### src/rtl/rob_pkg.sv
package rob_pkg;
  typedef enum logic [1:0] {
    KIND_REG    = 2'd0,
    KIND_STORE  = 2'd1,
    KIND_BRANCH = 2'd2
  } rob_kind_e;
endpackage

### src/rtl/rob_ptr_ctrl.sv
module rob_ptr_ctrl #(
  parameter int DEPTH = 8,
  localparam int TAG_W = $clog2(DEPTH),
  localparam int PW = TAG_W + 1
) (
  input  logic             clk_i,
  input  logic             rst_ni,
  input  logic             issue_valid_i,
  input  logic             commit_i,
  input  logic             flush_i,
  output logic             issue_ok_o,
  output logic [TAG_W-1:0] head_o,
  output logic [TAG_W-1:0] tail_o
);
  localparam logic [PW-1:0] ONE = PW'(1);

  logic [PW-1:0] head_q, tail_q;
  logic full;

  // extra wrap bit separates full from empty
  assign full       = (head_q[TAG_W-1:0] == tail_q[TAG_W-1:0]) && (head_q[TAG_W] != tail_q[TAG_W]);
  assign issue_ok_o = !full && !flush_i;
  assign head_o     = head_q[TAG_W-1:0];
  assign tail_o     = tail_q[TAG_W-1:0];

  always_ff @(posedge clk_i or negedge rst_ni) begin
    if (!rst_ni) begin
      head_q <= '0;
      tail_q <= '0;
    end else begin
      if (commit_i) head_q <= head_q + ONE;
      if (flush_i) tail_q <= head_q + ONE;
      else if (issue_valid_i && issue_ok_o) tail_q <= tail_q + ONE;
    end
  end

  p_full_hold_r2: assert property (@(posedge clk_i) disable iff (!rst_ni)
    (full && !commit_i) |=> $stable(tail_q));
  p_head_step_r4: assert property (@(posedge clk_i) disable iff (!rst_ni)
    commit_i |=> (head_q == $past(head_q) + ONE));
  p_flush_empty_r8: assert property (@(posedge clk_i) disable iff (!rst_ni)
    flush_i |=> (head_q == tail_q));
endmodule

### src/rtl/rob_entries.sv
module rob_entries
  import rob_pkg::*;
#(
  parameter int DEPTH  = 8,
  parameter int DATA_W = 32,
  parameter int DEST_W = 16,
  parameter int N_LOOK = 2,
  localparam int TAG_W = $clog2(DEPTH)
) (
  input  logic                     clk_i,
  input  logic                     rst_ni,
  input  logic                     alloc_i,
  input  logic [TAG_W-1:0]         tail_i,
  input  rob_kind_e                kind_i,
  input  logic [DEST_W-1:0]        dest_i,
  input  logic                     cdb_valid_i,
  input  logic [TAG_W-1:0]         cdb_tag_i,
  input  logic [DATA_W-1:0]        cdb_value_i,
  input  logic                     cdb_exc_i,
  input  logic                     cdb_mispred_i,
  input  logic [TAG_W-1:0]         head_i,
  input  logic                     commit_i,
  input  logic                     flush_i,
  input  logic [N_LOOK*TAG_W-1:0]  lookup_tag_i,
  output logic [N_LOOK-1:0]        lookup_ready_o,
  output logic [N_LOOK*DATA_W-1:0] lookup_value_o,
  output logic                     head_valid_o,
  output logic                     head_done_o,
  output logic                     head_exc_o,
  output logic                     head_mis_o,
  output rob_kind_e                head_kind_o,
  output logic [DEST_W-1:0]        head_dest_o,
  output logic [DATA_W-1:0]        head_val_o
);
  typedef struct packed {
    logic              valid;
    logic              done;
    logic              exc;
    logic              mis;
    rob_kind_e         kind;
    logic [DEST_W-1:0] dest;
    logic [DATA_W-1:0] val;
  } entry_t;

  entry_t ent_q [DEPTH];
  logic   cdb_hit;

  assign cdb_hit = cdb_valid_i && ent_q[cdb_tag_i].valid;

  always_ff @(posedge clk_i or negedge rst_ni) begin
    if (!rst_ni) begin
      for (int i = 0; i < DEPTH; i++) ent_q[i] <= '0;
    end else begin
      if (cdb_hit) begin
        ent_q[cdb_tag_i].done <= 1'b1;
        ent_q[cdb_tag_i].val  <= cdb_value_i;
        ent_q[cdb_tag_i].exc  <= cdb_exc_i;
        ent_q[cdb_tag_i].mis  <= cdb_mispred_i;
      end
      if (commit_i) ent_q[head_i].valid <= 1'b0;
      if (flush_i) begin
        for (int i = 0; i < DEPTH; i++) ent_q[i].valid <= 1'b0;
      end
      if (alloc_i) begin
        ent_q[tail_i].valid <= 1'b1;
        ent_q[tail_i].done  <= 1'b0;
        ent_q[tail_i].exc   <= 1'b0;
        ent_q[tail_i].mis   <= 1'b0;
        ent_q[tail_i].kind  <= kind_i;
        ent_q[tail_i].dest  <= dest_i;
        ent_q[tail_i].val   <= '0;
      end
    end
  end

  assign head_valid_o = ent_q[head_i].valid;
  assign head_done_o  = ent_q[head_i].done;
  assign head_exc_o   = ent_q[head_i].exc;
  assign head_mis_o   = ent_q[head_i].mis;
  assign head_kind_o  = ent_q[head_i].kind;
  assign head_dest_o  = ent_q[head_i].dest;
  assign head_val_o   = ent_q[head_i].val;

  for (genvar k = 0; k < N_LOOK; k++) begin : g_look
    logic [TAG_W-1:0] tag;
    logic             fwd;
    assign tag = lookup_tag_i[k*TAG_W +: TAG_W];
    // same-cycle completion bypasses the entry
    assign fwd = cdb_hit && (cdb_tag_i == tag);
    assign lookup_ready_o[k] = fwd || (ent_q[tag].valid && ent_q[tag].done);
    assign lookup_value_o[k*DATA_W +: DATA_W] = fwd ? cdb_value_i : ent_q[tag].val;
  end

  p_capture_r3: assert property (@(posedge clk_i) disable iff (!rst_ni)
    (cdb_hit && !flush_i && !(commit_i && head_i == cdb_tag_i) && !(alloc_i && tail_i == cdb_tag_i))
    |=> (ent_q[$past(cdb_tag_i)].done && ent_q[$past(cdb_tag_i)].val == $past(cdb_value_i)));
endmodule

### src/rtl/rob_retire.sv
module rob_retire
  import rob_pkg::*;
#(
  parameter int DATA_W = 32,
  parameter int DEST_W = 16
) (
  input  logic              clk_i,
  input  logic              rst_ni,
  input  logic              head_valid_i,
  input  logic              head_done_i,
  input  logic              head_exc_i,
  input  logic              head_mis_i,
  input  rob_kind_e         head_kind_i,
  input  logic [DEST_W-1:0] head_dest_i,
  input  logic [DATA_W-1:0] head_val_i,
  output logic              commit_o,
  output logic              flush_o,
  output logic              exc_o,
  output logic              rf_we_o,
  output logic [DEST_W-1:0] rf_addr_o,
  output logic [DATA_W-1:0] rf_data_o,
  output logic              st_valid_o,
  output logic [DEST_W-1:0] st_addr_o,
  output logic [DATA_W-1:0] st_data_o
);
  logic go;

  assign go         = head_valid_i && head_done_i;
  assign commit_o   = go;
  assign exc_o      = go && head_exc_i;
  assign flush_o    = go && (head_exc_i || (head_kind_i == KIND_BRANCH && head_mis_i));
  assign rf_we_o    = go && !head_exc_i && head_kind_i == KIND_REG;
  assign st_valid_o = go && !head_exc_i && head_kind_i == KIND_STORE;
  assign rf_addr_o  = head_dest_i;
  assign rf_data_o  = head_val_i;
  assign st_addr_o  = head_dest_i;
  assign st_data_o  = head_val_i;

  p_one_port_r5: assert property (@(posedge clk_i) disable iff (!rst_ni)
    !(rf_we_o && st_valid_o));
endmodule

### src/rtl/spec_rob.sv
module spec_rob
  import rob_pkg::*;
#(
  parameter int DEPTH  = 8,
  parameter int DATA_W = 32,
  parameter int DEST_W = 16,
  parameter int N_LOOK = 2,
  localparam int TAG_W = $clog2(DEPTH)
) (
  input  logic                     clk_i,
  input  logic                     rst_ni,
  input  logic                     issue_valid_i,
  input  logic [1:0]               issue_kind_i,
  input  logic [DEST_W-1:0]        issue_dest_i,
  output logic                     issue_ready_o,
  output logic [TAG_W-1:0]         issue_tag_o,
  input  logic                     cdb_valid_i,
  input  logic [TAG_W-1:0]         cdb_tag_i,
  input  logic [DATA_W-1:0]        cdb_value_i,
  input  logic                     cdb_exc_i,
  input  logic                     cdb_mispred_i,
  input  logic [N_LOOK*TAG_W-1:0]  lookup_tag_i,
  output logic [N_LOOK-1:0]        lookup_ready_o,
  output logic [N_LOOK*DATA_W-1:0] lookup_value_o,
  output logic                     rf_we_o,
  output logic [DEST_W-1:0]        rf_addr_o,
  output logic [DATA_W-1:0]        rf_data_o,
  output logic                     st_valid_o,
  output logic [DEST_W-1:0]        st_addr_o,
  output logic [DATA_W-1:0]        st_data_o,
  output logic                     exc_o,
  output logic                     flush_o
);
  logic              commit, alloc;
  logic [TAG_W-1:0]  head, tail;
  logic              h_valid, h_done, h_exc, h_mis;
  rob_kind_e         h_kind;
  logic [DEST_W-1:0] h_dest;
  logic [DATA_W-1:0] h_val;

  assign alloc       = issue_valid_i && issue_ready_o;
  assign issue_tag_o = tail;

  rob_ptr_ctrl #(.DEPTH(DEPTH)) u_ptr (
    .clk_i, .rst_ni,
    .issue_valid_i,
    .commit_i   (commit),
    .flush_i    (flush_o),
    .issue_ok_o (issue_ready_o),
    .head_o     (head),
    .tail_o     (tail)
  );

  rob_entries #(.DEPTH(DEPTH), .DATA_W(DATA_W), .DEST_W(DEST_W), .N_LOOK(N_LOOK)) u_ent (
    .clk_i, .rst_ni,
    .alloc_i       (alloc),
    .tail_i        (tail),
    .kind_i        (rob_kind_e'(issue_kind_i)),
    .dest_i        (issue_dest_i),
    .cdb_valid_i, .cdb_tag_i, .cdb_value_i, .cdb_exc_i, .cdb_mispred_i,
    .head_i        (head),
    .commit_i      (commit),
    .flush_i       (flush_o),
    .lookup_tag_i, .lookup_ready_o, .lookup_value_o,
    .head_valid_o  (h_valid),
    .head_done_o   (h_done),
    .head_exc_o    (h_exc),
    .head_mis_o    (h_mis),
    .head_kind_o   (h_kind),
    .head_dest_o   (h_dest),
    .head_val_o    (h_val)
  );

  rob_retire #(.DATA_W(DATA_W), .DEST_W(DEST_W)) u_ret (
    .clk_i, .rst_ni,
    .head_valid_i (h_valid),
    .head_done_i  (h_done),
    .head_exc_i   (h_exc),
    .head_mis_i   (h_mis),
    .head_kind_i  (h_kind),
    .head_dest_i  (h_dest),
    .head_val_i   (h_val),
    .commit_o     (commit),
    .flush_o, .exc_o, .rf_we_o, .rf_addr_o, .rf_data_o,
    .st_valid_o, .st_addr_o, .st_data_o
  );

  p_flush_pulse_r8: assert property (@(posedge clk_i) disable iff (!rst_ni)
    flush_o |=> !flush_o);
  p_exc_quiet_r9: assert property (@(posedge clk_i) disable iff (!rst_ni)
    exc_o |=> (!rf_we_o && !st_valid_o && !exc_o));
  p_flush_block_r10: assert property (@(posedge clk_i) disable iff (!rst_ni)
    flush_o |-> !issue_ready_o);
endmodule

### config.mk
export PLATFORM = sky130hd
export DESIGN_NAME = spec_rob
export DESIGN_NICKNAME = d
export VERILOG_FILES = /design/src/rtl/rob_pkg.sv /design/src/rtl/rob_ptr_ctrl.sv /design/src/rtl/rob_entries.sv /design/src/rtl/rob_retire.sv /design/src/rtl/spec_rob.sv
export SDC_FILE = /design/constraint.sdc
export NUM_CORES = 1
export LEC_CHECK = 0
export BUFFER_PORTS_ARGS = -buffer_cell sky130_fd_sc_hd__buf_4
export CELL_PAD_IN_SITES_DETAIL_PLACEMENT = 0
export CELL_PAD_IN_SITES_GLOBAL_PLACEMENT = 1
export CORE_MARGIN = 2
export CORE_UTILIZATION = 45
export CTS_CLUSTER_DIAMETER = 200
export DETAILED_ROUTE_END_ITERATION = 16
export GPL_ROUTABILITY_DRIVEN = 0
export GPL_TIMING_DRIVEN = 0
export PLACE_DENSITY_LB_ADDON = 0.1
export SYNTH_ARGS = -nofsm -noshare
export SYNTH_HDL_FRONTEND = slang
export SYNTH_HIERARCHICAL = 1
export SYNTH_SLANG_ARGS = --single-unit
export TNS_END_PERCENT = 1
### constraint.sdc
create_clock -name clk_i -period 12.65 [get_ports clk_i]
set_clock_uncertainty 0.2 [all_clocks]
set_input_delay 0.6325 -clock clk_i [delete_from_list [all_inputs] [get_ports clk_i]]
set_output_delay 0.6325 -clock clk_i [all_outputs]
set_load 0.01 [all_outputs]
==> metrics.cfg, run 1 <==
[cts]
cts-buffers-inserted=52
insertion_delay_ns=0.63
clkSinkCount=440
cts_max_level=2
path_clk_slew_ns=0.06
cts-hold-fix-buffers=1
cts_tree=built
number_of_cells_upsized_or_downsized_after_cts=0
cts_setup_buffers=0
clock_path_buffers=3
clock_tree.root_cell=clkbuf_16

[place]
hpwlAfterDp_um=75900
port_buffers=193
place_worst_setup_slack_ns=5.39
placed_area_um2=28800

[routing]
dr.pass1.iters=6
route.final.wire_length_um=114000
total_drc_errors_in_the_routed_layout=0
drt_first_iter_violations=3030
final_antenna_net_count=0
routed_wire_length_per_instance_um=34.1
detailroute.via_count=21800
average_vias_per_placed_instance=6.50

[sta]
maxClockFrequency_ghz=0.136
setup_violations=0
hold_viol=0
relSlewSlack_pct=-6.29
period_share_pct=58.3
layout_setup_ws_ns=5.28
slew_viol_final=22
finalWorstPathRequiredPeriod_ns=7.37
timing.hold.ws_ns=0.0975
grt_setup_unrepaired=no
worst-slew-pin-transition_ns=1.59
sum_of_negative_setup_slack_ns=0

[setup_path]
worstPathMaxFanout=10
critPathKind=reg -> reg
worstSetupEndpointType=flop
r2r.worst_path.cells=16
timing.critical_path.from_type=flop
flop_to_flop_setup_slack_ns=5.28
data_arrival_time_at_the_worst_slack_endpoint_ns=7.63
reg2reg_from=u_ptr/head_q[0]$_DFFE_PN0P_
r2r_end=u_ent/ent_q[355]$_DFF_PN0_
critical_path_required_ns=12.90

[synthesis]
synth_top_area_share_pct=41.8
synth_area_per_cell_um2=11.5
yosys-top-cells-area=dfrtp_1 (42%), mux4_2 (20%), mux2_2 (13%)
sequential_element_share_of_the_synthesized_area_pct=41.8
netlist.top_cell.by_area=dfrtp_1
yosys_warnings=6
synth.lib_cells_used.distinct=46
ys_ff_latch=440
syn-instance-count=2289
leading_cell_types_by_count_after_synthesis=nand2_1 (561), dfrtp_1 (440), mux2_2 (295), a21oi_1 (273), mux4_2 (238)
top_flip_flop_cell_by_instance_count_after_synthesis=dfrtp_1
syn_nets=2356
share_of_synthesized_registers_carrying_an_async_set_or_reset_pct=100
synthesis.area_um2=26300
yosys.cell_count.top_type=nand2_1
synth_edf_count=0

[power]
power_leakage_nw=13.3
ir_drop_mv=0.178
powerDensity_nw_per_um2=292

[outcome]
run_status=complete, but fails checks
violations=capacitance limit, slew limit

[grt]
grt_antenna_before_repair=5
pin_count_of_the_biggest_net_entering_global_routing=117
grt.busiest_layer=met2
first_pass_grt_wire_length_um=159000
met2_usage_pct=57.2
grt_util_met1_pct=48.8
via_count_of_the_first_global_routing_pass=21000
grt_overflow=0
globalRouteMet3Util_pct=10.8
grt_util_all_layers_pct=38.1

[worst_hold_path]
whs_endpoint=u_ent/ent_q[261]$_DFFE_PN0P_
worst_hold_startpoint=issue_dest_i[13]
min_delay_path_depth=2
timing.hold.worst.class=in -> reg

[floorplanning]
die_height_um=246
die-area_um2=60400
fp-row-count=88
start_util_pct=45.5
floorplan.io_pins=235
core_area_um2=57800
die_width_um=246

[layout]
layout-area-overhead-vs-synth_pct=16.5
design.final.nets=2609
filler_cell_count=5100
stdcell_area_um2=30700
drive_gt1_share_pct=40.8

[run]
cap_violations=2

## worst max-delay path: stages, from the launching register on
cell      delay, ns
dfrtp_1        0.48
buf_4          0.15
clkbuf_1       0.17
buf_2          0.56
clkbuf_1       1.03
mux4_2         0.46
mux2_2         0.36
inv_1          0.09
a21oi_1        0.13
clkbuf_1       0.22
nor2_1         0.16
and2_1         0.18
nand2_1        0.12
nor3_2         0.92
clkbuf_1       0.90
clkbuf_1       0.93
a21oi_1        0.09
## routing by layer
layer | part of all wire (%) | vias up | routed length, µm
li1 | - | 8619 | -
met5 | 0.029 | - | 33
met2 | 45 | 1570 | 50900
met3 | 12 | 386 | 14100
met1 | 36 | 11200 | 41200
met4 | 7.1 | 6 | 8100
## report_power, final
group	switching, W	internal (W)
clock network	0.000652	0.000961
logic	0.00210	0.00253
registers	0.000629	0.00209
## flip-flops by register name, summed over array words and instances, names as in the netlist
register	cells
u_ent/ent_q	432
u_ptr/head_q	4
u_ptr/tail_q	4
## worst max path at each step
stage | cells past startpoint | slack (ns) | startpoint | endpoint
final | 16 | 5.28 | u_ptr/head_q[0]$_DFFE_PN0P_ | u_ent/ent_q[355]$_DFF_PN0_
after global routing | 16 | 5.24 | u_ptr/head_q[1]$_DFFE_PN0P_ | u_ent/ent_q[343]$_DFF_PN0_
after CTS | 16 | 5.36 | u_ptr/head_q[1]$_DFFE_PN0P_ | u_ent/ent_q[355]$_DFF_PN0_
after detailed placement | 16 | 5.39 | u_ptr/head_q[1]$_DFFE_PN0P_ | u_ent/ent_q[355]$_DFF_PN0_
after global placement | 16 | 5.45 | u_ptr/head_q[1]$_DFFE_PN0P_ | u_ent/ent_q[325]$_DFF_PN0_
after floorplan | 16 | 8.25 | u_ptr/head_q[0]$_DFFE_PN0P_ | u_ent/ent_q[202]$_DFFE_PN0P_
## layout make-up
cell class / instances / area, µm² / share of cell area (%)
multi-input cells: 1525 / 13500 / 44.1
flip-flops and latches: 440 / 11000 / 35.9
plain buffers: 319 / 1780 / 5.80
repair buffers: 199 / 1580 / 5.14
clock buffers: 74 / 1520 / 4.97
well taps: 765 / 957 / 3.12
clock inverters: 21 / 292 / 0.950
inverters: 5 / 18.8 / 0.0612
diodes: 1 / 2.50 / 0.00816
## placed cells by master, fill, tap and decap left out, types with 3 or more instances in the layout
master and instances:
inv_1 5, clkbuf_16 52, clkinv_2 10, buf_4 305
nand4_1 6, or3b_2 3, o311ai_0 3, mux2_4 15
bufinv_16 6, xnor2_1 4, mux2_2 295, a21oi_1 273
o211ai_1 7, dfrtp_1 440, clkbuf_2 3, o21ai_0 3
nor2_1 25, nand2_1 561, and4_1 4, buf_2 80
xor2_1 11, mux2_1 21, nand4b_1 7, mux4_2 238
buf_6 8, nor3_1 3, nand2b_1 6, nand3_1 8
buf_16 3, and4b_1 4, buf_1 14, clkbuf_8 14
clkbuf_1 110, a31o_2 6
## kinds of logic after synthesis
group	after synthesis	synth area share [%]
xor gates and xnor gates	15	0.499
DFF	440	41.8
and+or+nand+nor	640	9.92
muxes	569	34.7
buffers and inverters	324	6.82
adders and majority gates	2	0.0951
AOI/OAI and AO/OA	299	6.11
## stage by stage
stage	cells	power [W]	utilization [%]
finish	3349	0.00896	53.1
global route	3348	0.00935	53.1
CTS	3347	0.00890	53.0
detailed placement	3251	0.00727	49.9
global placement	3247	0.00714	49.7
floorplan	2289	0.00551	-
Note: power is estimated with default switching activity, not from simulation.
==> run 2: changes to the inputs <==
==> constraint.sdc (replaced) <==
create_clock -name clk_i -period 7 [get_ports clk_i]
set_clock_uncertainty 0.2 [all_clocks]
set_input_delay 0.35 -clock clk_i [delete_from_list [all_inputs] [get_ports clk_i]]
set_output_delay 0.35 -clock clk_i [all_outputs]
set_load 0.01 [all_outputs]
==> metrics.cfg, run 2 (synthesized netlist as in run 1, its figures left out) <==
[outcome]
run_status=complete, but fails checks  ; unchanged
violations=capacitance limit, slew limit, setup timing  ; was capacitance limit, slew limit

[routing]
dr.pass1.iters=8  ; was 6
total_drc_errors_in_the_routed_layout=0  ; unchanged
route.final.wire_length_um=115000  ; was 114000 µm
average_vias_per_placed_instance=6.48  ; was 6.50
drt_first_iter_violations=3106  ; was 3030
final_antenna_net_count=0  ; unchanged
routed_wire_length_per_instance_um=33.8  ; was 34.1 µm
detailroute.via_count=22000  ; was 21800

[setup_path]
worst_path_dominant_cell_family=buffers and inverters  ; unchanged
ordered_cell_list_for_the_critical_path=buf_4, buf_2, buf_2, clkdlybuf4s15_1, mux4_2, mux2_2, nand2_2, a21oi_1, clkbuf_1, nor2_1, and2_1, nand2_1, nor3_4, buf_1, clkbuf_1, a21oi_1  ; was buf_4, clkbuf_1, buf_2, clkbuf_1, mux4_2, mux2_2, inv_1, a21oi_1, clkbuf_1, nor2_1, and2_1, nand2_1, nor3_2, clkbuf_1, clkbuf_1, a21oi_1
worstPathMaxFanout=10  ; unchanged
critPathKind=reg -> reg  ; unchanged
flop_to_flop_setup_slack_ns=-0.02  ; was 5.28 ns
critical_path_required_ns=7.26  ; was 12.90 ns
data_arrival_time_at_the_worst_slack_endpoint_ns=7.28  ; was 7.63 ns
worst_path_max_delay_cell=clkdlybuf4s15_1  ; was clkbuf_1
worstSetupEndpointType=flop  ; unchanged
critPathBufInv=7  ; was 8
slowest_delay_ns=1.00  ; was 1.03 ns
timing.critical_path.from_type=flop  ; unchanged

[layout]
largest_register=u_ent/ent_q  ; unchanged
stdcell_area_um2=31100  ; was 30700 µm²
layout-area-overhead-vs-synth_pct=18.2  ; was 16.5%
design.final.nets=2649  ; was 2609
largest_register_ff_count=432  ; unchanged
layout_common_cells=nand2_1 (561), dfrtp_1 (440), buf_4 (305), mux2_2 (295), a21oi_1 (273)  ; unchanged
filler_cell_count=5049  ; was 5100
largestRegisters=u_ent/ent_q: 432 flops, u_ptr/head_q: 4 flops, u_ptr/tail_q: 4 flops  ; unchanged
layout_commonest_cell=nand2_1  ; unchanged
drive_gt1_share_pct=40.3  ; was 40.8%

[grt]
first_pass_grt_wire_length_um=160000  ; was 159000 µm
via_count_of_the_first_global_routing_pass=21100  ; was 21000
grt_overflow=0  ; unchanged
grt_antenna_before_repair=3  ; was 5
pin_count_of_the_biggest_net_entering_global_routing=117  ; unchanged
grt_util_all_layers_pct=38.1  ; about the same

[sta]
maxClockFrequency_ghz=0.142  ; was 0.136 GHz
layout_setup_ws_ns=-0.0212  ; was 5.28 ns
grt_setup_unrepaired=yes  ; was no
slew_viol_final=22  ; unchanged
sum_of_negative_setup_slack_ns=-0.0404  ; was 0 ns
hold_viol=0  ; unchanged
period_share_pct=100  ; was 58.3%
finalWorstPathRequiredPeriod_ns=7.02  ; was 7.37 ns
relSlewSlack_pct=-3.92  ; was -6.29%
worst-slew-pin-transition_ns=1.56  ; was 1.59 ns
setup_violations=6  ; was 0

[cts]
clock_tree.root_cell=clkbuf_16  ; unchanged
cts-buffers-inserted=52  ; unchanged
cts_setup_buffers=0  ; unchanged
insertion_delay_ns=0.63  ; about the same
path_clk_slew_ns=0.06  ; about the same
clkSinkCount=440  ; unchanged
cts_max_level=2  ; unchanged
clock_path_buffers=3  ; unchanged
cts_tree=built  ; unchanged

[floorplanning]
start_util_pct=45.5  ; unchanged
die_height_um=246  ; unchanged
floorplan.io_pins=235  ; unchanged
core_area_um2=57800  ; unchanged
die_width_um=246  ; unchanged
fp-row-count=88  ; unchanged
die-area_um2=60400  ; unchanged

[power]
powerDensity_nw_per_um2=521  ; was 292 nW/µm²
ir_drop_mv=0.323  ; was 0.178 mV
power_leakage_nw=13.5  ; was 13.3 nW

[place]
placed_area_um2=28800  ; unchanged
port_buffers=193  ; unchanged
hpwlAfterDp_um=75900  ; unchanged

[worst_hold_path]
timing.hold.worst.class=in -> reg  ; unchanged

[run]
cap_violations=2  ; unchanged

[run 2: cell count changes in the layout (fill, tap and decap cells not counted), moves of 2 or more]
cell / previous run / this run
buf_1: 14 / 11
diode_2: 1 / 3
nor2_1: 25 / 22
dlygate4sd3_1: 1 / 42
clkdlybuf4s15_1: 0 / 3
nor2_2: 0 / 3
clkbuf_1: 110 / 107
clkbuf_2: 3 / 6
[run 2: per-layer routing]
layer,share of wire [%],up-vias,routed length [µm],GRT usage [%]
met2,44,1569,51000,57.3
met5,0.011,-,13,0
met3,12,393,13700,10.4
met4,7.1,2,8190,23.4
met1,36,11300,41700,49.0
li1,-,8716,-,-
[run 2: worst reg2reg max path: stages (launching register included)]
cell and delay (ns):
dfrtp_1 0.43, buf_4 0.14, buf_2 0.43, buf_2 0.39, clkdlybuf4s15_1 1.00, mux4_2 0.42, mux2_2 0.29, nand2_2 0.15
a21oi_1 0.13, clkbuf_1 0.22, nor2_1 0.16, and2_1 0.18, nand2_1 0.17, nor3_4 0.61, buf_1 0.93, clkbuf_1 0.91
a21oi_1 0.11
[run 2: metrics by stage]
step / total power, W / cells / hold slack (ns) / util [%] / worst slack, ns
6_report: 0.0162 / 3391 / 0.00632 / 53.8 / -0.0212
5_1_grt: 0.0169 / 3389 / 0.0362 / 53.8 / -0.0660
4_1_cts: 0.0161 / 3388 / 0.000169 / 53.8 / 0.0579
3_5_place_dp: 0.0131 / 3251 / 0.239 / 49.9 / -0.265
3_3_place_gp: 0.0129 / 3247 / 0.283 / 49.7 / -0.196
2_1_floorplan: 0.00996 / 2289 / -0.146 / - / 2.60
[run 2: cell type report]
type,count,area [µm²],share of cell area (%)
plain buffers,319,1800,5.79
multi-input cells,1525,13500,43.5
inverters,5,18.8,0.0603
clock buffers,74,1520,4.90
well taps,765,957,3.08
repair buffers,239,1970,6.35
clock inverters,21,292,0.937
flip-flops and latches,440,11000,35.4
diodes,3,7.51,0.0241
[run 2: repair_timing]
action,CTS,global route
endpoints found under the setup margin,62,89
resized for setup,5,7
hold buffers,42,0
hold endpoints to repair,408,0
[run 2: where the power goes]
part | switching (W) | internal, W
registers | 0.00113 | 0.00378
clock network | 0.00117 | 0.00174
logic | 0.00381 | 0.00458
total | 0.00611 | 0.0101
[run 2: final timing paths]
check | to | startpoint | depth (start not counted)
worst max register to register | u_ent/ent_q[355]$_DFF_PN0_ | u_ptr/head_q[1]$_DFFE_PN0P_ | 16
worst min register to register | u_ent/ent_q[306]$_DFFE_PN0P_ | u_ent/ent_q[306]$_DFFE_PN0P_ | 1
worst min-delay path | u_ent/ent_q[119]$_DFF_PN0_ | cdb_value_i[11] | 3
min in group asynchronous | u_ent/ent_q[119]$_DFF_PN0_ | rst_ni | 2
max in group asynchronous | u_ent/ent_q[363]$_DFFE_PN0P_ | rst_ni | 4
worst max-delay path | u_ent/ent_q[355]$_DFF_PN0_ | u_ptr/head_q[1]$_DFFE_PN0P_ | 16
